<file path="src/rtl/flash_guard_pkg.sv">
package flash_guard_pkg;

    typedef enum logic [2:0] {
        ST_IDLE,
        ST_ARMED,
        ST_READY,
        ST_HV,
        ST_HOLD,
        ST_RCV
    } seq_state_e;

    // bit 3 .. bit 0
    typedef struct packed {
        logic hv;
        logic mass;
        logic erase;
        logic pgm;
    } ctl_bits_t;

endpackage

</file>
<file path="src/rtl/fg_prot_guard.sv">
module fg_prot_guard #(
    parameter int          ADDR_W    = 16,
    parameter int          PROT_W    = 8,
    parameter logic [7:0]  PROT_INIT = 8'hFF
) (
    input  logic              clk,
    input  logic              rst_n,
    input  logic              prot_we,
    input  logic [PROT_W-1:0] prot_wdata,
    input  logic              hv_test,
    input  logic [ADDR_W-1:0] tgt_addr,
    output logic [PROT_W-1:0] prot_q,
    output logic              addr_locked,
    output logic              all_open
);
    localparam int BLK_SH = ADDR_W - PROT_W - 2;

    logic [PROT_W-1:0] prot_d;
    logic [ADDR_W-1:0] lock_start;

    always_comb begin
        prot_d = prot_q;
        if (prot_we && (hv_test || (prot_q == {PROT_W{1'b1}})))
            prot_d = prot_wdata;
        all_open    = (prot_q == {PROT_W{1'b1}});
        lock_start  = {2'b11, prot_q, {BLK_SH{1'b0}}};
        addr_locked = !all_open && (tgt_addr >= lock_start);
    end

    always_ff @(posedge clk) begin
        if (!rst_n) prot_q <= PROT_W'(PROT_INIT);
        else        prot_q <= prot_d;
    end

    // writes without test voltage cannot alter a narrowed register
    a_r6_prot_locked: assert property (@(posedge clk) disable iff (!rst_n)
        (prot_we && !hv_test && prot_q != {PROT_W{1'b1}}) |=> $stable(prot_q));

endmodule

</file>
<file path="src/rtl/fg_sequencer.sv">
module fg_sequencer
    import flash_guard_pkg::*;
#(
    parameter int T_OP  = 240,
    parameter int T_NVH = 40,
    parameter int T_RCV = 8
) (
    input  logic      clk,
    input  logic      rst_n,
    input  logic      ctl_we,
    input  ctl_bits_t ctl_wdata,
    input  logic      prot_re,
    input  logic      addr_locked,
    input  logic      all_open,
    input  logic      stat_clr,
    output ctl_bits_t ctl_q,
    output logic      seq_err,
    output logic      busy
);
    localparam int MAX_T = (T_OP > T_NVH) ? ((T_OP > T_RCV) ? T_OP : T_RCV)
                                          : ((T_NVH > T_RCV) ? T_NVH : T_RCV);
    localparam int TMR_W = $clog2(MAX_T + 2) + 1;
    localparam logic [TMR_W-1:0] OP_LIM  = TMR_W'(T_OP);
    localparam logic [TMR_W-1:0] NVH_LIM = TMR_W'(T_NVH);
    localparam logic [TMR_W-1:0] RCV_END = TMR_W'(T_RCV - 1);

    typedef struct packed {
        seq_state_e       st;
        ctl_bits_t        ctl;
        logic [TMR_W-1:0] tmr;
        logic             err;
    } seq_regs_t;

    seq_regs_t r_q, r_d;
    logic      same_op, grant_ok;

    always_comb begin
        r_d      = r_q;
        r_d.tmr  = (r_q.tmr == {TMR_W{1'b1}}) ? r_q.tmr : r_q.tmr + 1'b1;
        same_op  = (ctl_wdata.pgm == r_q.ctl.pgm) && (ctl_wdata.erase == r_q.ctl.erase);
        grant_ok = !addr_locked && !(r_q.ctl.mass && !all_open);
        if (stat_clr) r_d.err = 1'b0;

        unique case (r_q.st)
            ST_IDLE: begin
                if (ctl_we && (ctl_wdata.pgm ^ ctl_wdata.erase) && !ctl_wdata.hv) begin
                    r_d.ctl.pgm   = ctl_wdata.pgm;
                    r_d.ctl.erase = ctl_wdata.erase;
                    r_d.ctl.mass  = ctl_wdata.erase && ctl_wdata.mass;
                    r_d.st        = ST_ARMED;
                end
            end
            ST_ARMED, ST_READY: begin
                if (prot_re && r_q.st == ST_ARMED) r_d.st = ST_READY;
                if (ctl_we) begin
                    if (!ctl_wdata.pgm && !ctl_wdata.erase) begin
                        r_d.ctl = '0;
                        r_d.st  = ST_IDLE;
                    end else if (ctl_wdata.hv && same_op && r_q.st == ST_READY && grant_ok) begin
                        r_d.ctl.hv = 1'b1;
                        r_d.st     = ST_HV;
                        r_d.tmr    = '0;
                    end
                end
            end
            ST_HV: begin
                if (ctl_we) begin
                    if (ctl_wdata.hv && !ctl_wdata.pgm && !ctl_wdata.erase && r_q.tmr >= OP_LIM) begin
                        r_d.ctl = '{hv: 1'b1, default: 1'b0};
                        r_d.st  = ST_HOLD;
                        r_d.tmr = '0;
                    end else if (!ctl_wdata.hv || (!ctl_wdata.pgm && !ctl_wdata.erase)) begin
                        r_d.ctl = '0;
                        r_d.err = 1'b1;
                        r_d.st  = ST_RCV;
                        r_d.tmr = '0;
                    end
                end
            end
            ST_HOLD: begin
                if (ctl_we && !ctl_wdata.hv) begin
                    r_d.ctl = '0;
                    r_d.st  = ST_RCV;
                    r_d.tmr = '0;
                    if (r_q.tmr < NVH_LIM) r_d.err = 1'b1;
                end
            end
            ST_RCV: begin
                if (r_q.tmr >= RCV_END) r_d.st = ST_IDLE;
            end
            default: r_d.st = ST_IDLE;
        endcase
    end

    always_ff @(posedge clk) begin
        if (!rst_n) r_q <= '{st: ST_IDLE, ctl: '0, tmr: '0, err: 1'b0};
        else        r_q <= r_d;
    end

    assign ctl_q   = r_q.ctl;
    assign seq_err = r_q.err;
    assign busy    = (r_q.st == ST_HV) || (r_q.st == ST_HOLD) || (r_q.st == ST_RCV);

    // high voltage only rises out of the read-back state
    a_r3_hv_after_read: assert property (@(posedge clk) disable iff (!rst_n)
        $rose(ctl_q.hv) |-> $past(r_q.st == ST_READY));
    // high voltage never rises for a locked target
    a_r4_no_hv_locked: assert property (@(posedge clk) disable iff (!rst_n)
        $rose(ctl_q.hv) |-> $past(!addr_locked));
    // recovery keeps busy set once high voltage drops
    a_r9_busy_after_hv: assert property (@(posedge clk) disable iff (!rst_n)
        $fell(ctl_q.hv) |-> busy);
    // error flag persists without a clear
    a_r11_err_sticky: assert property (@(posedge clk) disable iff (!rst_n)
        (seq_err && !stat_clr) |=> seq_err);

endmodule

</file>
<file path="src/rtl/flash_hv_guard.sv">
module flash_hv_guard
    import flash_guard_pkg::*;
#(
    parameter int         ADDR_W    = 16,
    parameter int         PROT_W    = 8,
    parameter int         DATA_W    = 8,
    parameter logic [7:0] PROT_INIT = 8'hFF,
    parameter int         T_OP      = 240,
    parameter int         T_NVH     = 40,
    parameter int         T_RCV     = 8
) (
    input  logic              clk,
    input  logic              rst_n,
    input  logic              ctl_we,
    input  logic [3:0]        ctl_wdata,
    output logic [3:0]        ctl_rdata,
    input  logic              prot_we,
    input  logic [PROT_W-1:0] prot_wdata,
    input  logic              prot_re,
    output logic [PROT_W-1:0] prot_rdata,
    input  logic              hv_test,
    input  logic [ADDR_W-1:0] tgt_addr,
    input  logic              stat_clr,
    output logic              seq_err,
    output logic              busy,
    output logic              hv_en,
    input  logic [DATA_W-1:0] arr_din,
    output logic [DATA_W-1:0] arr_dout
);
    ctl_bits_t ctl_w, ctl_q;
    logic      addr_locked, all_open;

    assign ctl_w = ctl_bits_t'(ctl_wdata);

    fg_prot_guard #(
        .ADDR_W(ADDR_W), .PROT_W(PROT_W), .PROT_INIT(PROT_INIT)
    ) u_prot (
        .clk(clk), .rst_n(rst_n), .prot_we(prot_we), .prot_wdata(prot_wdata),
        .hv_test(hv_test), .tgt_addr(tgt_addr), .prot_q(prot_rdata),
        .addr_locked(addr_locked), .all_open(all_open)
    );

    fg_sequencer #(
        .T_OP(T_OP), .T_NVH(T_NVH), .T_RCV(T_RCV)
    ) u_seq (
        .clk(clk), .rst_n(rst_n), .ctl_we(ctl_we), .ctl_wdata(ctl_w),
        .prot_re(prot_re), .addr_locked(addr_locked), .all_open(all_open),
        .stat_clr(stat_clr), .ctl_q(ctl_q), .seq_err(seq_err), .busy(busy)
    );

    assign ctl_rdata = ctl_q;
    assign hv_en     = ctl_q.hv;
    assign arr_dout  = busy ? {DATA_W{1'b1}} : arr_din;

endmodule

</file>
<file path="config.mk">
export PLATFORM = sky130hd
export DESIGN_NAME = flash_hv_guard
export DESIGN_NICKNAME = d
export VERILOG_FILES = /design/src/rtl/flash_guard_pkg.sv /design/src/rtl/fg_prot_guard.sv /design/src/rtl/fg_sequencer.sv /design/src/rtl/flash_hv_guard.sv
export SDC_FILE = /design/constraint.sdc
export NUM_CORES = 1
export LEC_CHECK = 0
export BUFFER_PORTS_ARGS = -buffer_cell sky130_fd_sc_hd__buf_2
export CAP_MARGIN = 0
export CORE_MARGIN = 2
export CORE_UTILIZATION = 27
export CTS_CLUSTER_DIAMETER = 150
export DETAILED_ROUTE_END_ITERATION = 10
export HOLD_SLACK_MARGIN = 0.12
export PLACE_DENSITY = 0.5
export SKIP_CTS_REPAIR_TIMING = 1
export SLEW_MARGIN = 20
export SYNTH_ARGS = -nofsm -noshare
export SYNTH_HDL_FRONTEND = slang
export SYNTH_SLANG_ARGS = --single-unit
</file>
<file path="constraint.sdc">
create_clock -name clk -period 2.8 [get_ports clk]
set_input_delay 0.28 -clock clk [delete_from_list [all_inputs] [get_ports clk]]
set_output_delay 0.28 -clock clk [all_outputs]
set_load 0.05 [all_outputs]
</file>
After elaboration in Yosys (flattened, before gate mapping)
Index checks and enable logic that the tools add are counted.
{"block": "classes", "addsub": 1, "n_lt_le_gt_ge": 4, "eq_ne": 17, "n_mux": 24, "bitwise": 1, "reduce_logical": 34}
{"operator": "two-way mux 17 bit", "count": 3}
{"operator": "two-way mux 16 bit", "count": 2}
{"operator": "two-way mux 9 bit", "count": 3}
{"operator": "one-hot mux 9 bit (3 select lines)", "count": 1}
{"operator": "logical AND 1 bit", "count": 17}
{"operator": ">= comparator 16 bit", "count": 1}
{"operator": "two-way mux 3 bit", "count": 5}
{"operator": "one-hot mux 3 bit (5 select lines)", "count": 1}
{"operator": "one-hot mux 3 bit (4 select lines)", "count": 1}
{"operator": "adder 9 x 1 -> 9 bit, second input constant", "count": 1}
{"operator": "== test 9 bit, second input constant", "count": 1}
{"operator": ">= comparator 9 x 3 -> 1 bit, second input constant", "count": 1}
{"operator": ">= comparator 9 x 8 -> 1 bit, second input constant", "count": 1}
{"operator": "less-than comparator 9 x 6 -> 1 bit, second input constant", "count": 1}
{"operator": "== test 8 bit, second input constant", "count": 1}
{"operator": "two-way mux 4 bit", "count": 2}
{"operator": "two-way mux 8 bit", "count": 1}
{"operator": "!= test 2 x 1 -> 1 bit, second input constant", "count": 4}
{"operator": "AND reduction 7 bit", "count": 1}
{"operator": "== test 3 x 2 -> 1 bit, second input constant", "count": 2}
{"operator": "== test 3 bit, second input constant", "count": 2}
{"operator": "zero test 1 bit", "count": 6}
{"operator": "!= test 3 x 1 -> 1 bit, second input constant", "count": 2}
{"operator": "AND reduction 6 bit", "count": 1}
{"operator": "13 further kinds", "count": 20}
{"block": "totals", "reg_bits": 25, "output_inout_bits": 23}

Logic depth before layout (Yosys ltp)
Gate-level depths: netlist of the first run.
{"block": "depth", "word_depth": 10, "mapped_depth": 8, "ltp_nobuf": 8}

By module
Synthesis of the first run repeated with hierarchy kept, for this count alone.
{"block": "hier_totals", "hier_cells": 221, "area_unflattened_um2": 1838.0}
{"module": "fg_sequencer", "n_inst": 1, "cells_each": 147, "area_each_um2": 1237.4, "seq_area_each_um2": 340.3}
{"module": "fg_prot_guard", "n_inst": 1, "cells_each": 65, "area_each_um2": 543.0, "seq_area_each_um2": 160.2}
{"module": "flash_hv_guard", "n_inst": 1, "cells_each": 9, "area_each_um2": 57.6, "seq_area_each_um2": 0.0}

Least setup slack after synthesis of the first run
Ideal clock, no wire load.
{"block": "synth_timing", "path_kind": "register -> register", "startpoint": "reg u_prot.prot_q[1]", "endpoint": "reg u_seq.r_q, in the netlist u_seq.ctl_q[3]", "setup_ns": 0.124, "arrival_ns": 2.133, "required_time_ns": 2.676, "setup_slack_ns": 0.542, "stages_incl_launch_ff": 9, "path_buffers": 0, "synth_period_minus_slack_ns": 2.258, "path_cell_list": "dfxtp_1 -> inv_1 -> ha_1 -> nor4bb_1 -> a221oi_1 -> or3_1 -> a41oi_2 -> o21a_1 -> o22ai_1"}
{"block": "synth_between", "elab_chain_cells": 8, "word_cells_on_any_way": 11, "classes_between": "order compare: 1; eq/ne: 2; reduce/logical: 8"}
{"element": "start: declaration", "line": "fg_prot_guard.sv:12", "text": "output logic [PROT_W-1:0] prot_q,"}
{"element": "start signal: assignment", "line": "fg_prot_guard.sv:31", "text": "if (!rst_n) prot_q <= PROT_W'(PROT_INIT);"}
{"element": "start signal: assignment", "line": "fg_prot_guard.sv:32", "text": "else prot_q <= prot_d;"}
{"element": "branches (longest 4 deep; another with >= comparator 16 bit)"}
{"element": "logical AND 1 bit (*)", "line": "fg_sequencer.sv:41", "text": "grant_ok = !addr_locked && !(r_q.ctl.mass && !all_open);"}
{"element": "logical AND 1 bit (*)", "line": "fg_sequencer.sv:59", "text": "end else if (ctl_wdata.hv && same_op && r_q.st == ST_READY && grant_ok) begin"}
{"element": "!= test 3 x 1 -> 1 bit (no source line) (*)"}
{"element": "AND reduction 6 bit (no source line) (*)"}
{"element": "end signal: assignment", "line": "fg_sequencer.sv:96", "text": "if (!rst_n) r_q <= '{st: ST_IDLE, ctl: '0, tmr: '0, err: 1'b0};"}
{"element": "end signal: assignment", "line": "fg_sequencer.sv:97", "text": "else r_q <= r_d;"}
{"element": "end: declaration", "line": "fg_sequencer.sv:34", "text": "seq_regs_t r_q, r_d;"}
Every way passes the cells marked *.
A chain may end at the register's enable or synchronous reset.

Final worst setup path of the first run
{"block": "layout_timing", "startpoint": "reg u_seq.r_q[16] (netlist bit)", "endpoint": "out arr_dout[3]"}
{"block": "layout_between", "elab_chain_cells": 4, "word_cells_on_any_way": 6, "classes_between": "eq/ne: 3; mux: 1; reduce/logical: 2"}
{"element": "== test 3 x 2 -> 1 bit / == test 3 bit (equally long branches)", "line": "fg_sequencer.sv:102", "text": "assign busy = (r_q.st == ST_HV) || (r_q.st == ST_HOLD) || (r_q.st == ST_RCV);"}
{"element": "logical OR 1 bit", "line": "fg_sequencer.sv:102"}
{"element": "logical OR 1 bit (*)", "line": "fg_sequencer.sv:102"}
{"element": "two-way mux 8 bit (*)", "line": "flash_hv_guard.sv:53", "text": "assign arr_dout = busy ? {DATA_W{1'b1}} : arr_din;"}
{"element": "end: declaration", "line": "flash_hv_guard.sv:28", "text": "output logic [DATA_W-1:0] arr_dout"}
Mark *: on every way between the ends. The rest lies on a longest branch, timed or not.

==> results of run 1 <==
-- cell type report --
class / count / area, um2 / share of cell area [%]
flip-flops and latches: 25 / 500 / 24.6
clock buffers: 3 / 41.3 / 2.03
repair buffers: 65 / 325 / 16.0
clock inverters: 1 / 5.00 / 0.246
inverters: 19 / 71.3 / 3.50
multi-input cells: 152 / 998 / 49.0
well taps: 75 / 93.8 / 4.61
-- layer usage --
layer / track usage (%) / vias to the layer above / wire length (um)
met5: 0 / - / 0
met4: 4.07 / 0 / 51
met3: 2.56 / 4 / 237
met2: 21.1 / 47 / 1830
met1: 14.9 / 714 / 1750
li1: - / 839 / -
-- worst max-delay path: stages (launching register included) --
cell and delay [ns]:
dfxtp_1 0.56, inv_1 0.18, nand3_1 0.16, o21ai_1 0.18, or2_2 0.31, buf_2 0.21
-- report_power, final --
part           switching, mW  total, mW  internal [mW]  leakage, nW
Sequential            0.0233      0.404          0.381        0.204
Combinational          0.193      0.301          0.108        0.713
Clock                  0.114      0.213         0.0995       0.0255
Total                  0.330      0.918          0.588        0.943
-- final timing paths --
kind                     from          endpoint  depth (start not counted)  slack (ns)
max             u_seq.r_q[16]       arr_dout[3]                          5        0.64
min             prot_wdata[0]  u_prot.prot_q[0]                          3        0.23
max reg2reg  u_prot.prot_q[1]    u_seq.ctl_q[3]                          8        0.78
min reg2reg    u_seq.ctl_q[3]    u_seq.ctl_q[3]                          2        0.48
-- cells by family after synthesis --
kind of cell,count (synthesis),synth area share [%]
flops,25,31.0
buf+inv,27,7.28
mux,2,1.24
fa+ha+maj,11,8.51
xor+xnor,9,4.88
compound gates,46,21.2
simple gates,84,25.9
-- state kept, by name, summed over array words and instances (netlist names) --
name and count:
u_seq.r_q 12, u_prot.prot_q 8, u_seq.ctl_q 4, u_seq.seq_err 1
-- synthesized netlist by cell type, types with 2 or more instances --
library cell / number
ha_1: 11
nand2_1: 17
mux2i_1: 2
clkbuf_1: 3
nor3_1: 2
buf_4: 4
xor2_1: 4
o211ai_1: 8
o21ai_0: 5
o21a_1: 3
nor2_1: 24
dfxtp_1: 25
and3_1: 2
nor2b_1: 4
nor4_1: 4
nand3_1: 7
or2_2: 8
xnor2_1: 5
o22ai_1: 2
nand2b_1: 5
nand4_1: 6
inv_1: 19
a21oi_1: 9
a41oi_1: 2
-- metrics by stage --
stage | setup slack (ns) | total power [mW] | hold slack (ns) | utilization [%]
5_1_grt | 0.461 | 0.989 | 0.230 | 34.8
3_5_place_dp | 0.779 | 0.715 | 0.469 | 34.0
2_1_floorplan | 0.542 | 0.637 | 0.419 | -
6_report | 0.637 | 0.918 | 0.230 | 34.8
4_1_cts | 0.620 | 0.933 | 0.224 | 34.8
3_3_place_gp | 0.795 | 0.717 | 0.468 | 34.0
==> impl_results.md, run 1 <==
- Period minus WS final: 2.16 ns
- Final Non-Filler Cells: 340
- Num ports: 66
- Die area: 6620 um2
- 1st-iter DRT viols: around 50
- Die Span Y: slightly above 80 um
- Critical path class: reg -> out
- Total routed wirelength: roughly 3.9 mm
- Initial antenna violation count: 0
- Vias/cell: 4.72
- Hold Vio Cnt, Final: 0
- Total leakage power: 0.943 nW
- Max Cap Viol: 0
- Post-DRT Antenna Nets: 0
- Layout cells sized above 1: 30.9%
- Tcrit/Tclk final: 77.2%
- Via count: 1,604
- Final setup vio count: 0
- Design area: 2040 um2
- CTS Buf Count: 3
- Post-DP Area: 1990 um2
- Tot GR Track Use: ~12%
- Critical path capture point type: output port
- WL/cell: 11.4 um
- CP Launch Type: register
- Yosys cell types: 47
- Synth Instances: slightly above 200
- First-pass GRT wire length: 6.27 mm
- Outcome: finished clean
- Setup repair after global routing missed its margin: false
- Cell taking the most area after synthesis: dfxtp_1
- Slew Limit Headroom: 65.5%
- Drt drc: 0
- Prevailing post-synth register cell: dfxtp_1
- Clk_lat worst skew: 0.27 ns
- Slew @ Worst Pin: 0.517 ns
- Setup TNS: 0 ns
- Yosys reg bits: 25
- Async SR Flop Fraction: 0%
- Most common cell after layout, fill and taps aside: buf_2
- Largest cells by area after synthesis: dfxtp_1 31%, ha_1 8.5%, nor2_1 5.6%, inv_1 4.4%, nand2_1 3.9%
- Clock transition at the registers of the reported paths: 0.09 ns
- Vias in the first global route: 1,417
- Yosys warns: 0
- Worst-case clock buffer depth: 2
- Final max-slew violation count: 0
- Mean post-synth cell area: just under 8 um2
- Mapped Nets: 258
- Worst Skew: around 0.0023 ns
- Diode count: 0
- Core area: roughly 5900 um2
- IO Port Bufs: 65
- Area Overhead vs Synth: 25.9%
- Largest net degree at the start of global routing: 17
- Clock sinks: 25
- DRT Pass-1 Iters: 4
- Dpl hpwl: about 3.2 mm
- Post-synth EDFFs: 0
- Clk root buf: clkbuf_8
- Hold WC Path Type: in -> reg
- Yosys top cell area share: a little over 30%
- Power Density: 451 nW/um2
- Register area share after synthesis: between 30% and 40%
- Die Span X: 81.4 um
- CTS tree: built
- Placer congestion estimate: between 0.7 and 0.8
- Worst Path Max Fanout: 11
- H-tree Lvls: 1
- Worst vdd ir: 224 uV
- FILL cells: 645
- Placed Cells incl. Taps: 336
- GR Overflow Total: 0
- Final Net Count: 320
- Core Rows: 28
- Worst Path Required: 2.52 ns
- Most frequent cells in the layout: 65 x buf_2, 25 x dfxtp_1, 24 x nor2_1
- Max Clk Rate: 462 MHz
- Mapped Area: between 1500 and 2000 um2
- Arr. time, crit path: 1.88 ns
- Initial core utilization: 27.6%
No activity file was read; power rests on OpenSTA's default activity.
==> run 2, diff against run 1 <==
- clock period: 2.8 -> 2 ns (I/O delays scaled with it)
==> impl_results.md, run 2 (synthesized netlist as in run 1, its figures left out) <==
- Outcome: finished clean
- Total routed wirelength: 4.26 mm (+10%)
- Final Util: 37.5% (+2.7 points)
- Worst vdd ir: 266 uV (+19%)
- WL/cell: 12.2 um (+7.5%)
- Layout cells sized above 1: 40.3% (+9.3 points)
- Initial antenna violation count: 0 (unchanged)
- Largest register by flop count: u_seq.r_q
- Power Density: 615 nW/um2 (+37%)
- Buf/Inv on CP: 0 (-2)
- FILL cells: 608 (-5.7%)
- Most frequent cells in the layout: 65 x buf_2, 24 x nor2_1, 18 x inv_1
- Initial core utilization: 27.6% (unchanged)
- 1st-iter DRT viols: 79 (+61%)
- Largest register FFs: 12 (unchanged)
- Core Rows: 28 (unchanged)
- Worst Path Max Fanout: 5 (-6)
- CP Launch Type: register
- Vias in the first global route: 1,589 (+12%)
- GR met2 Demand/Resource: 23.6% (+2.5 points)
- Vias/cell: 4.82 (+2.1%)
- Slew Limit Headroom: 62.4% (-3.1 points)
- Register area: 514 um2 (+2.7%)
- Met3 usage: 2.44% (-0.11 points)
- R2r setup slk: 0.05 ns (-0.73 ns)
- Clock sinks: 25 (unchanged)
- Crit-path max cell delay: 0.39 ns (-0.17 ns)
- Max Clk Rate: 513 MHz
- R2R cell count: 7 (-1)
- Diode count: 0 (unchanged)
- Met1 usage: 15.1% (+0.21 points)
- Die Span Y: 81.4 um (unchanged)
- Most common cell after layout, fill and taps aside: buf_2
- Worst reg2reg path endpoint: u_seq.ctl_q[3]
- CTS tree: built
- Critical path capture point type: register
- Clock transition at the registers of the reported paths: 0.10 ns (about the same)
- First-pass GRT wire length: 6.80 mm (+8.5%)
- Slowest CP cell: or3_4
- Tcrit/Tclk final: between 90% and 100%
- DRT Pass-1 Iters: 4 (unchanged)
- CP delay by family, top: simple AND/OR/NAND/NOR gates
- Setup TNS: 0 ns (unchanged)
- CTS Buf Count: 3 (unchanged)
- Multi-input logic area: 1090 um2 (+9.3%)
- Final setup vio count: 0 (unchanged)
- Final max-slew violation count: 0 (unchanged)
- Hold-critical path depth: 3 (unchanged)
- IO Port Bufs: 65 (unchanged)
- Largest net degree at the start of global routing: 17 (unchanged)
- Worst Skew: 0.00316 ns (+0.000819 ns)
- CP Depth: 7 (+2)
- GR Overflow Total: 0 (unchanged)
- Clk root buf: clkbuf_8
- H-tree Lvls: 1 (unchanged)
- Die Span X: 81.4 um (unchanged)
- Via count: 1,676 (+4.5%)
- Die area: 6620 um2 (unchanged)
- Num ports: 66 (unchanged)
- Hold Startpoint: prot_wdata[1]
- Worst Path Required: 2.16 ns (-0.36 ns)
- Area Overhead vs Synth: 35.8%
- Post-DRT Antenna Nets: 0 (unchanged)
- Arr. time, crit path: 2.11 ns (+0.23 ns)
- Max Cap Viol: 0 (unchanged)
- Reg2Reg Launch Point: u_prot.prot_q[0]
- Setup repair after global routing missed its margin: true
- Core area: 5850 um2 (unchanged)
- Busiest layer in global routing: met2
- Total leakage power: 0.987 nW (+4.6%)
- Hold EP: u_prot.prot_q[1]
- Dpl hpwl: 3.32 mm (+4.9%)
- Hold WC Path Type: in -> reg
- Slew @ Worst Pin: 0.550 ns (+0.0324 ns)
- Worst-case clock buffer depth: 2 (unchanged)
- Clk_lat worst skew: 0.27 ns (about the same)
- Crit path cell chain: ha_4, nor4bb_4, a221oi_2, or3_4, a41oi_4, o21a_1, o22ai_1
- Critical path class: reg -> reg
- Drt drc: 0 (unchanged)
- Period minus WS final: 1.95 ns
- Placer congestion estimate: 0.775 (-3.0%)
- Final Net Count: 328 (+2.5%)
- Tot GR Track Use: 13.1% (+0.89 points)
- Hold Vio Cnt, Final: 0 (unchanged)
==> run 2: per-stage QoR <==
| stage | setup slack [ns] | cells | instance area [um2] | total power, mW | hold slack, ns |
|---|---|---|---|---|---|
| 3_5_place_dp | -0.00590 | 343 | 2050 | 1.02 | 0.432 |
| 6_report | 0.0508 | 348 | 2200 | 1.35 | 0.143 |
| 2_1_floorplan | 0.00524 | 204 | 1630 | 0.895 | 0.338 |
| 4_1_cts | -0.0372 | 347 | 2100 | 1.33 | 0.143 |
| 3_3_place_gp | 0.0499 | 343 | 2050 | 1.02 | 0.427 |
| 5_1_grt | -0.0218 | 348 | 2200 | 1.43 | 0.160 |
==> run 2: power by group <==
part	total, mW	internal (mW)	switching, mW
clock network	0.319	0.143	0.177
registers	0.568	0.536	0.0318
logic	0.464	0.173	0.291
total	1.35	0.852	0.500
==> run 2: final cells by class <==
| cell class | count | area share [%] |
|---|---|---|
| Clock buffer | 3 | 1.88 |
| Clock inverter | 1 | 0.285 |
| Timing Repair Buffer | 72 | 17.2 |
| Multi-Input combinational cell | 153 | 49.7 |
| Sequential cell | 25 | 23.4 |
| Tap cell | 75 | 4.27 |
| Inverter | 19 | 3.25 |
==> run 2: worst max-delay path by stage <==
| stage | startpoint | to |
|---|---|---|
| after global routing | u_prot.prot_q[0] | u_seq.ctl_q[3] |
| after CTS | u_prot.prot_q[1] | u_seq.r_q[7] |
| final | u_prot.prot_q[0] | u_seq.ctl_q[3] |
| after global placement | u_prot.prot_q[1] | u_seq.ctl_q[3] |
| after detailed placement | u_prot.prot_q[1] | u_seq.ctl_q[3] |
| after floorplan | u_prot.prot_q[1] | u_seq.ctl_q[3] |
==> run 2: worst register-to-register path: stages (launching register included) <==
cell and delay, ns:
dfxtp_2 0.35, ha_4 0.25, nor4bb_4 0.28, a221oi_2 0.09, or3_4 0.39, a41oi_4 0.26, o21a_1 0.16, o22ai_1 0.06
==> run 2: metal layers <==
metal / vias up / wire (um)
met2: 56 / 2010
met4: 0 / 75
met1: 754 / 1910
met5: - / 0
li1: 858 / -
met3: 8 / 267
